$ cat src/rtl/tdc_pkg.sv
package tdc_pkg;
  typedef enum logic { ST_IDLE = 1'b0, ST_ARMED = 1'b1 } arm_t;
endpackage

$ cat src/rtl/tdc_sync_edge.sv
module tdc_sync_edge #(
  parameter int W = 1
) (
  input  logic         clk,
  input  logic         rst_n,
  input  logic [W-1:0] async_in,
  output logic [W-1:0] rise
);
  logic [W-1:0] s1, s2, s3;

  always_ff @(posedge clk or negedge rst_n) begin
    if (!rst_n) begin
      s1 <= '0;
      s2 <= '0;
      s3 <= '0;
    end else begin
      s1 <= async_in;
      s2 <= s1;
      s3 <= s2;
    end
  end

  assign rise = s2 & ~s3;
endmodule

$ cat src/rtl/tdc_therm_enc.sv
module tdc_therm_enc #(
  parameter int NTAP = 8,
  localparam int FB = $clog2(NTAP)
) (
  input  logic [NTAP-1:0] taps,
  output logic [FB-1:0]   code
);
  always_comb begin
    code = FB'(NTAP - 1);
    for (int i = NTAP - 1; i >= 0; i--) begin
      if (!taps[i]) code = FB'(i);
    end
  end
endmodule

$ cat src/rtl/tdc_fifo.sv
module tdc_fifo #(
  parameter int W     = 8,
  parameter int DEPTH = 4,
  localparam int AW   = $clog2(DEPTH)
) (
  input  logic         clk,
  input  logic         rst_n,
  input  logic         push,
  input  logic [W-1:0] din,
  output logic         full,
  output logic         out_valid,
  input  logic         out_ready,
  output logic [W-1:0] out_data
);
  logic [W-1:0] mem [DEPTH];
  logic [AW:0]  wptr, rptr;
  logic         do_wr, do_rd;

  assign full      = (wptr[AW] != rptr[AW]) && (wptr[AW-1:0] == rptr[AW-1:0]);
  assign out_valid = (wptr != rptr);
  assign do_wr     = push && !full;
  assign do_rd     = out_valid && out_ready;
  assign out_data  = mem[rptr[AW-1:0]];

  always_ff @(posedge clk) begin
    if (do_wr) mem[wptr[AW-1:0]] <= din;
  end

  always_ff @(posedge clk or negedge rst_n) begin
    if (!rst_n) begin
      wptr <= '0;
      rptr <= '0;
    end else begin
      if (do_wr) wptr <= wptr + 1'b1;
      if (do_rd) rptr <= rptr + 1'b1;
    end
  end
endmodule

$ cat src/rtl/tdc_core.sv
module tdc_core
  import tdc_pkg::*;
#(
  parameter int NCH   = 4,
  parameter int NTAP  = 8,
  parameter int CW    = 16,
  parameter int DEPTH = 8,
  localparam int CHW  = (NCH > 1) ? $clog2(NCH) : 1,
  localparam int FB   = $clog2(NTAP),
  localparam int W    = CHW + CW + FB
) (
  input  logic            clk,
  input  logic            rst_n,
  input  logic            start_in,
  input  logic            stop_in,
  input  logic            gate,
  input  logic [NCH-1:0]  hit,
  input  logic [NTAP-1:0] taps,
  output logic            out_valid,
  input  logic            out_ready,
  output logic [W-1:0]    out_data,
  output logic            overflow
);
  localparam logic [CW-1:0] CMAX = {CW{1'b1}};

  logic [NCH+1:0] rises;
  logic           start_rise, stop_rise;
  logic [NCH-1:0] hit_rise, hit_ok;
  arm_t           state;
  logic           armed;
  logic [CW-1:0]  coarse;
  logic [FB-1:0]  fine;
  logic [CHW-1:0] ch_sel;
  logic           any_hit;
  logic           cap_valid;
  logic [W-1:0]   cap_word;
  logic           fifo_full;

  tdc_sync_edge #(.W(NCH + 2)) u_sync (
    .clk(clk), .rst_n(rst_n),
    .async_in({hit, stop_in, start_in}),
    .rise(rises)
  );

  assign start_rise = rises[0];
  assign stop_rise  = rises[1];
  assign hit_rise   = rises[NCH+1:2];
  assign armed      = (state == ST_ARMED);
  assign hit_ok     = hit_rise & {NCH{armed && gate}};

  tdc_therm_enc #(.NTAP(NTAP)) u_enc (.taps(taps), .code(fine));

  always_comb begin
    ch_sel  = '0;
    any_hit = |hit_ok;
    for (int i = NCH - 1; i >= 0; i--) begin
      if (hit_ok[i]) ch_sel = CHW'(i);
    end
  end

  always_ff @(posedge clk or negedge rst_n) begin
    if (!rst_n) begin
      state  <= ST_IDLE;
      coarse <= '0;
    end else if (start_rise) begin
      state  <= ST_ARMED;
      coarse <= '0;
    end else if (stop_rise) begin
      state  <= ST_IDLE;
    end else if (armed && coarse != CMAX) begin
      coarse <= coarse + 1'b1;
    end
  end

  always_ff @(posedge clk or negedge rst_n) begin
    if (!rst_n) begin
      cap_valid <= 1'b0;
      cap_word  <= '0;
      overflow  <= 1'b0;
    end else begin
      cap_valid <= any_hit;
      if (any_hit) cap_word <= {ch_sel, coarse, fine};
      if (cap_valid && fifo_full) overflow <= 1'b1;
    end
  end

  tdc_fifo #(.W(W), .DEPTH(DEPTH)) u_fifo (
    .clk(clk), .rst_n(rst_n),
    .push(cap_valid), .din(cap_word), .full(fifo_full),
    .out_valid(out_valid), .out_ready(out_ready), .out_data(out_data)
  );
endmodule

$ cat config.mk
export PLATFORM = sky130hd
export DESIGN_NAME = tdc_core
export DESIGN_NICKNAME = d
export VERILOG_FILES = /design/src/rtl/tdc_pkg.sv /design/src/rtl/tdc_sync_edge.sv /design/src/rtl/tdc_therm_enc.sv /design/src/rtl/tdc_fifo.sv /design/src/rtl/tdc_core.sv
export SDC_FILE = /design/constraint.sdc
export NUM_CORES = 1
export LEC_CHECK = 0
export ABC_CLOCK_PERIOD_IN_PS = 7000
export BUFFER_PORTS_ARGS = -buffer_cell sky130_fd_sc_hd__buf_2
export CAP_MARGIN = 0
export CORE_ASPECT_RATIO = 1.1
export CORE_MARGIN = 5
export CORE_UTILIZATION = 35
export DETAILED_ROUTE_END_ITERATION = 7
export PLACE_DENSITY_LB_ADDON = 0.12
export SLEW_MARGIN = 20
export SYNTH_ARGS = -nofsm -noshare
export SYNTH_HDL_FRONTEND = slang
export SYNTH_SLANG_ARGS = --single-unit
$ cat constraint.sdc
create_clock -name clk -period 7 [get_ports clk]
set_clock_uncertainty 0.2 [all_clocks]
set_input_delay 1.75 -clock clk [delete_from_list [all_inputs] [get_ports clk]]
set_output_delay 1.75 -clock clk [all_outputs]
set_load 0.02 [all_outputs]
==> results.json, run 1 <==
{
  "outcome": "completed",
  "synth_top_area_frac": 0.550,
  "max_freq_mhz": 213,
  "drt-total-wl_um": 18600,
  "top_layer_used": "met4",
  "min_period_over_period": 0.671,
  "place_inst": 870,
  "cts_resized": 0,
  "final.min_clock_period_ns": 4.70,
  "grt_pass1_vias": 4879,
  "grt_pass1_wl_um": 28900,
  "hold_viol": 0,
  "synth-seq-cells": 234,
  "dpl.hpwl_um": 10300,
  "ys_dominant_reg_cell": "edfxtp_1",
  "synth_fp_nets": 517,
  "syn_area_sq_mm": 0.00918,
  "cts.path.max_buffers": 3,
  "drt_pre_antenna_iters": 4,
  "seq_area_frac_synth": 0.730,
  "max_stage_delay_ns": 0.67,
  "rows": 62,
  "grt_max_degree": 67,
  "path_max_fanout": 23,
  "cts_inserted_buffers": 26,
  "startpoint": "u_fifo.rptr[0]$_DFFE_PN0P_",
  "reg2reg_depth": 5,
  "start_util": 0.353,
  "max_slew_margin": 0.377,
  "holdPathStages": 0,
  "cap_viol_max_count": 0,
  "design.core.area_sq_mm": 0.0260,
  "yosys.area.top_type": "edfxtp_1",
  "slowest_stage": "dfrtp_2",
  "clk_pin_slew_ns": 0.06,
  "finalMaxSlewViolations": 0,
  "clockRootBuffer": "clkbuf_16",
  "min_to": "u_sync.s2[4]$_DFF_PN0_",
  "synth.distinct_cells": 42,
  "layout-drive-gt1-share": 0.318,
  "die_w_um": 164,
  "finalSetupTns_ns": 0,
  "synth-edff-count": 168,
  "num-fill-cells": 2349,
  "pwr-share-seq": 0.427,
  "placed_cell_area_sq_mm": 0.00981,
  "intPower_uw": 2950,
  "io_pins": 41,
  "syn_avg_cell_area_sq_um": 18.5,
  "worstPathRequired_ns": 5.05,
  "cellPowerDensity_mw_per_mm2": 388,
  "cts.sinks": 234,
  "timing.rr.end": "u_fifo.mem[3][7]$_DFFE_PP_",
  "power_frac_comb": 0.242,
  "fp.dieH_um": 180,
  "grt.total_usage": 0.126,
  "arrival_ns": 2.75,
  "synth.area.top_cells": "edfxtp_1 (55%), dfrtp_1 (18%), mux4_2 (10%), mux2_2 (4.5%), nand2_1 (0.86%)",
  "critPathBufInv": 2,
  "layoutNonFillerInstCount": 918,
  "cp-start-kind": "register",
  "fin_area_sq_mm": 0.0107,
  "diodes": 0,
  "postCtsSetupRepairBufs": 0,
  "drt-met1-wl_um": 8200,
  "synthToLayoutAreaGrowth_pct": 16.6,
  "crit_chain": "buf_4, mux4_2, mux2_2, buf_2",
  "htree_levels": 1,
  "synthCells": 496,
  "r2r_slack_ns": 3.94,
  "setup_ws_ns": 2.30,
  "min-delay-start": "u_sync.s1[4]$_DFF_PN0_",
  "wl_met3_um": 810,
  "vias": 4617,
  "wl_met2_um": 9290,
  "dieArea_sq_mm": 0.0296,
  "pre_cts_slack_ns": 2.76,
  "setup_viol": 0,
  "antenna_left": 0,
  "cp_top_family": "multiplexers",
  "antenna_found_initial": 0,
  "power_switching_uw": 1200,
  "end_kind": "output port",
  "leakage_uw": 0.00381,
  "gp_congestion": 0.734,
  "first_iter_violations": 201,
  "grt-ovfl-total": 0,
  "rsz0062_at_grt": "false",
  "reg2reg_from": "u_fifo.rptr[1]$_DFFE_PN0P_",
  "power_frac_clock": 0.331,
  "async_reset_ff_frac": 0.282,
  "hp-class": "reg2reg",
  "path_class": "reg2out",
  "nNetsFinal": 567,
  "tightest_slew_ns": 0.935,
  "yosysWarningCount": 0,
  "cts_hold_buffers": 0,
  "swShare": 0.289,
  "io_buffers": 39,
  "vdd_ir_drop_max_uv": 174,
  "via_per_inst": 5.03,
  "wire_per_inst_um": 20.2,
  "clk_latency_ns": 0.52,
  "drc": 0,
  "tritoncts": "yes"
}
## per-layer routing
layer  GRT usage  up-vias
met5           0        -
met4      0.0303        0
met3      0.0247       22
met2       0.212       89
met1       0.171     2430
li1            -     2076
## registers in the layout, indices dropped and copies added, names as in the netlist
register,count
u_sync.s1,6
u_sync.s2,6
armed,1
coarse,16
overflow,1
cap_valid,1
u_fifo.mem,168
u_fifo.wptr,4
u_fifo.rptr,4
cap_word,21
u_sync.s3,6
## worst max-delay path by stage
| stage | slack (ns) | depth (start not counted) | end |
|---|---|---|---|
| after floorplan | 3.33 | 4 | out_data[0] |
| after detailed placement | 2.76 | 4 | out_data[11] |
| final | 2.30 | 4 | out_data[11] |
| after CTS | 2.18 | 4 | out_data[11] |
| after global placement | 2.77 | 4 | out_data[11] |
| after global routing | 2.10 | 4 | out_data[5] |
## cells in the mapped netlist (2+ instances only)
master / number
and4_1: 2
and3_1: 2
nor2b_1: 2
ha_1: 3
mux4_2: 42
nor2_1: 11
nor4_1: 3
mux2_2: 37
nand2b_1: 12
o31ai_1: 6
nand3_2: 2
edfxtp_1: 168
dfrtp_1: 66
or3_1: 2
inv_1: 7
nand3_1: 9
o41ai_1: 2
or4_1: 9
nor3_1: 5
xnor2_1: 9
o21ai_0: 7
and4_4: 2
clkbuf_1: 11
buf_2: 10
xor2_1: 4
a21oi_1: 12
o211a_1: 2
a41o_1: 3
nand2_1: 21
nand4_1: 10
mux2i_1: 4
## cells by family (layout without fill, tap and decap cells)
kind of cell | count (synthesis) | after routing | synth area share
xor+xnor | 13 | 13 | 0.0124
simple gates | 94 | 94 | 0.0574
fa+ha+maj | 3 | 3 | 0.00409
compound gates | 37 | 37 | 0.0270
mux | 84 | 84 | 0.154
flops | 234 | 234 | 0.730
buf+inv | 31 | 101 | 0.0154
## worst reg2reg max path, delay by kind of cell, from the launching register on
kind | cells | cell delay [ns]
xor+xnor | 1 | 0.27
flops | 1 | 0.34
compound gates | 1 | 0.29
buf+inv | 1 | 0.58
simple gates | 2 | 0.97
## power groups by stage
| stage | Combinational [uW] | Sequential, uW | Clock, uW |
|---|---|---|---|
| 2_1_floorplan | 804 | 1700 | 0 |
| 3_3_place_gp | 1020 | 1790 | 0 |
| 3_5_place_dp | 1030 | 1810 | 0 |
| 4_1_cts | 1040 | 1780 | 1410 |
| 5_1_grt | 1090 | 1790 | 1470 |
| 6_report | 1000 | 1770 | 1370 |
## layout make-up
cell class / count / area [sq um] / share of cell area
Multi-Input combinational cell: 231 / 2390 / 0.224
Inverter: 7 / 26.3 / 0.00246
Sequential cell: 234 / 6700 / 0.626
Clock buffer: 42 / 803 / 0.0751
Tap cell: 352 / 440 / 0.0412
Clock inverter: 6 / 83.8 / 0.00784
Timing Repair Buffer: 46 / 250 / 0.0234
## cells in the final DEF, fill, tap and decap left out, types with 7 or more instances in the layout
cell type / n
a21oi_1: 12
clkbuf_1: 9
buf_2: 38
o21ai_0: 7
inv_1: 7
mux2_2: 37
xnor2_1: 9
buf_4: 8
nand3_1: 9
mux4_2: 42
nand4_1: 10
nand2b_1: 12
edfxtp_1: 168
or4_1: 9
dfrtp_1: 63
nand2_1: 21
clkbuf_16: 28
## per-stage QoR
step	util	hold slack [ns]	total power, uW
finish	0.412	0.146	4150
global route	0.412	0.155	4350
CTS	0.412	0.149	4230
detailed placement	0.378	0.135	2840
global placement	0.378	0.132	2810
floorplan	-	0.131	2500
Power figures use the tool's default switching activity.
==> run 2, diff against run 1 <==
- ABC_CLOCK_PERIOD_IN_PS: 7000 -> 4100
- clock period: 7 -> 4.1 ns (I/O delays scaled with it)
==> run 2 against run 1 <==
Net effect:
- register-to-register slack worse by 2.6 ns
- power is 70% higher
- global-route usage is 0.11 points higher
- highest routed layer unchanged
- worst hold slack worse by 0.0040 ns
- largest power group unchanged
- critical path depth stayed put
==> results.json, run 2 (same netlist as run 1, synthesis figures left out) <==
{
  "postCtsSetupRepairBufs": 0,
  "final.min_clock_period_ns": 3.54,
  "grt_pass1_wl_um": 29200,
  "cp-start-kind": "register",
  "area.sequential_sq_mm": 0.00670,
  "num-fill-cells": 2335,
  "layout-drive-gt1-share": 0.322,
  "grt-ovfl-total": 0,
  "via_per_inst": 4.99,
  "clk_latency_ns": 0.51,
  "cp-endpoint": "out_data[11]",
  "path_max_fanout": 30,
  "antenna_found_initial": 0,
  "vias": 4621,
  "outcome": "completed",
  "cap_viol_max_count": 0,
  "clk_pin_slew_ns": 0.06,
  "rows": 62,
  "startpoint": "u_fifo.rptr[1]$_DFFE_PN0P_",
  "cp_top_family": "flip-flops",
  "path_class": "reg2out",
  "htree_levels": 1,
  "drc": 0,
  "design.core.area_sq_mm": 0.0260,
  "setup_viol": 0,
  "placed_cell_area_sq_mm": 0.00995,
  "vdd_ir_drop_max_uv": 314,
  "cts.sinks": 234,
  "fp.dieH_um": 180,
  "drt_pre_antenna_iters": 5,
  "crit_chain": "buf_12, mux4_2, mux2_2, buf_2",
  "dieArea_sq_mm": 0.0296,
  "dpl.hpwl_um": 10800,
  "diodes": 0,
  "end_kind": "output port",
  "start_util": 0.353,
  "r2r_slack_ns": 1.34,
  "hold_viol": 0,
  "mostFrequentLayoutCells": "edfxtp_1 (168), dfrtp_1 (64), mux4_2 (42), buf_2 (38), mux2_2 (37)",
  "max_freq_mhz": 282,
  "finalMaxSlewViolations": 0,
  "worst-path-stages": 4,
  "final_common_cell": "edfxtp_1",
  "reg2reg_depth": 6,
  "nNetsFinal": 575,
  "fin_area_sq_mm": 0.0108,
  "rsz0062_at_grt": "false",
  "die_w_um": 164,
  "cts_hold_buffers": 0,
  "drt-total-wl_um": 18500,
  "timing.hold.ws_ns": 0.142,
  "tritoncts": "yes",
  "multi_input_area_sq_mm": 0.00237,
  "worstPathRequired_ns": 2.87,
  "critPathBufInv": 2,
  "grt.total_usage": 0.128,
  "gp_congestion": 0.721,
  "cts.path.max_buffers": 3,
  "cts_resized": 0,
  "min_period_over_period": 0.864,
  "finalSetupTns_ns": 0,
  "cellPowerDensity_mw_per_mm2": 653,
  "antenna_left": 0,
  "io_buffers": 39,
  "first_iter_violations": 223,
  "max_stage_delay_ns": 0.67,
  "grt_max_degree": 67,
  "clockRootBuffer": "clkbuf_16",
  "tightest_slew_ns": 0.946,
  "reg2reg_from": "u_fifo.rptr[2]$_DFFE_PN0P_",
  "timing.rr.end": "u_fifo.mem[2][17]$_DFFE_PP_",
  "leakage_uw": 0.00386,
  "largest_reg_flops": 168,
  "cts_inserted_buffers": 26,
  "synthToLayoutAreaGrowth_pct": 17.6,
  "grt_pass1_vias": 4943,
  "max_slew_margin": 0.369,
  "hp-class": "reg2reg",
  "io_pins": 41,
  "slowest_stage": "dfrtp_2",
  "arrival_ns": 2.32,
  "wire_per_inst_um": 19.9
}
run 2: cell types whose count changed in the layout (fill, tap and decap cells not counted), sizes merged:
cell	change
buf	+8
clkbuf	-2
clkinv	+1
inv	+1
run 2: power by group:
part	switching [uW]	total (uW)	internal (uW)	leakage [uW]
Sequential	208	2980	2770	0.00241
Combinational	948	1810	860	0.00104
Clock	871	2260	1390	0.000416
run 2: worst min-delay path by stage:
stage,cells past startpoint,end,startpoint,slack [ns]
2_1_floorplan,0,u_sync.s2[0]$_DFF_PN0_,u_sync.s1[0]$_DFF_PN0_,0.13
3_3_place_gp,0,u_sync.s2[4]$_DFF_PN0_,u_sync.s1[4]$_DFF_PN0_,0.13
3_5_place_dp,0,u_sync.s2[5]$_DFF_PN0_,u_sync.s1[5]$_DFF_PN0_,0.14
4_1_cts,0,u_sync.s2[3]$_DFF_PN0_,u_sync.s1[3]$_DFF_PN0_,0.14
5_1_grt,0,u_sync.s2[2]$_DFF_PN0_,u_sync.s1[2]$_DFF_PN0_,0.15
6_report,0,u_sync.s2[2]$_DFF_PN0_,u_sync.s1[2]$_DFF_PN0_,0.14
run 2: area by class of cell:
class,instances,share of cell area
tap,352,0.0408
multi-input combinational,231,0.220
sequential,234,0.621
clock inverter,8,0.00858
timing repair buffer,54,0.0380
inverter,7,0.00243
clock buffer,40,0.0699
run 2: worst register-to-register path, stage by stage, from the launching register on:
cell	delay [ns]
dfrtp_1	0.65
buf_12	0.26
xor2_1	0.22
o41a_1	0.27
nand2b_1	0.19
nor2_2	0.42
buf_12	0.24
run 2: through the flow:
| step | worst slack [ns] | cells | total power [uW] | util |
|---|---|---|---|---|
| 6_report | 0.557 | 926 | 7050 | 0.415 |
| 5_1_grt | 0.445 | 926 | 7410 | 0.415 |
| 4_1_cts | 0.502 | 926 | 7190 | 0.415 |
| 3_5_place_dp | 1.05 | 878 | 4890 | 0.383 |
| 3_3_place_gp | 1.05 | 878 | 4870 | 0.383 |
| 2_1_floorplan | 0.808 | 496 | 4270 | - |
run 2: routing by layer:
layer | vias up | routed length, um | track usage
li1 | 2095 | - | -
met5 | - | 0 | 0
met4 | 0 | 274 | 0.0286
met2 | 81 | 9370 | 0.218
met1 | 2426 | 8130 | 0.171
met3 | 19 | 685 | 0.0218
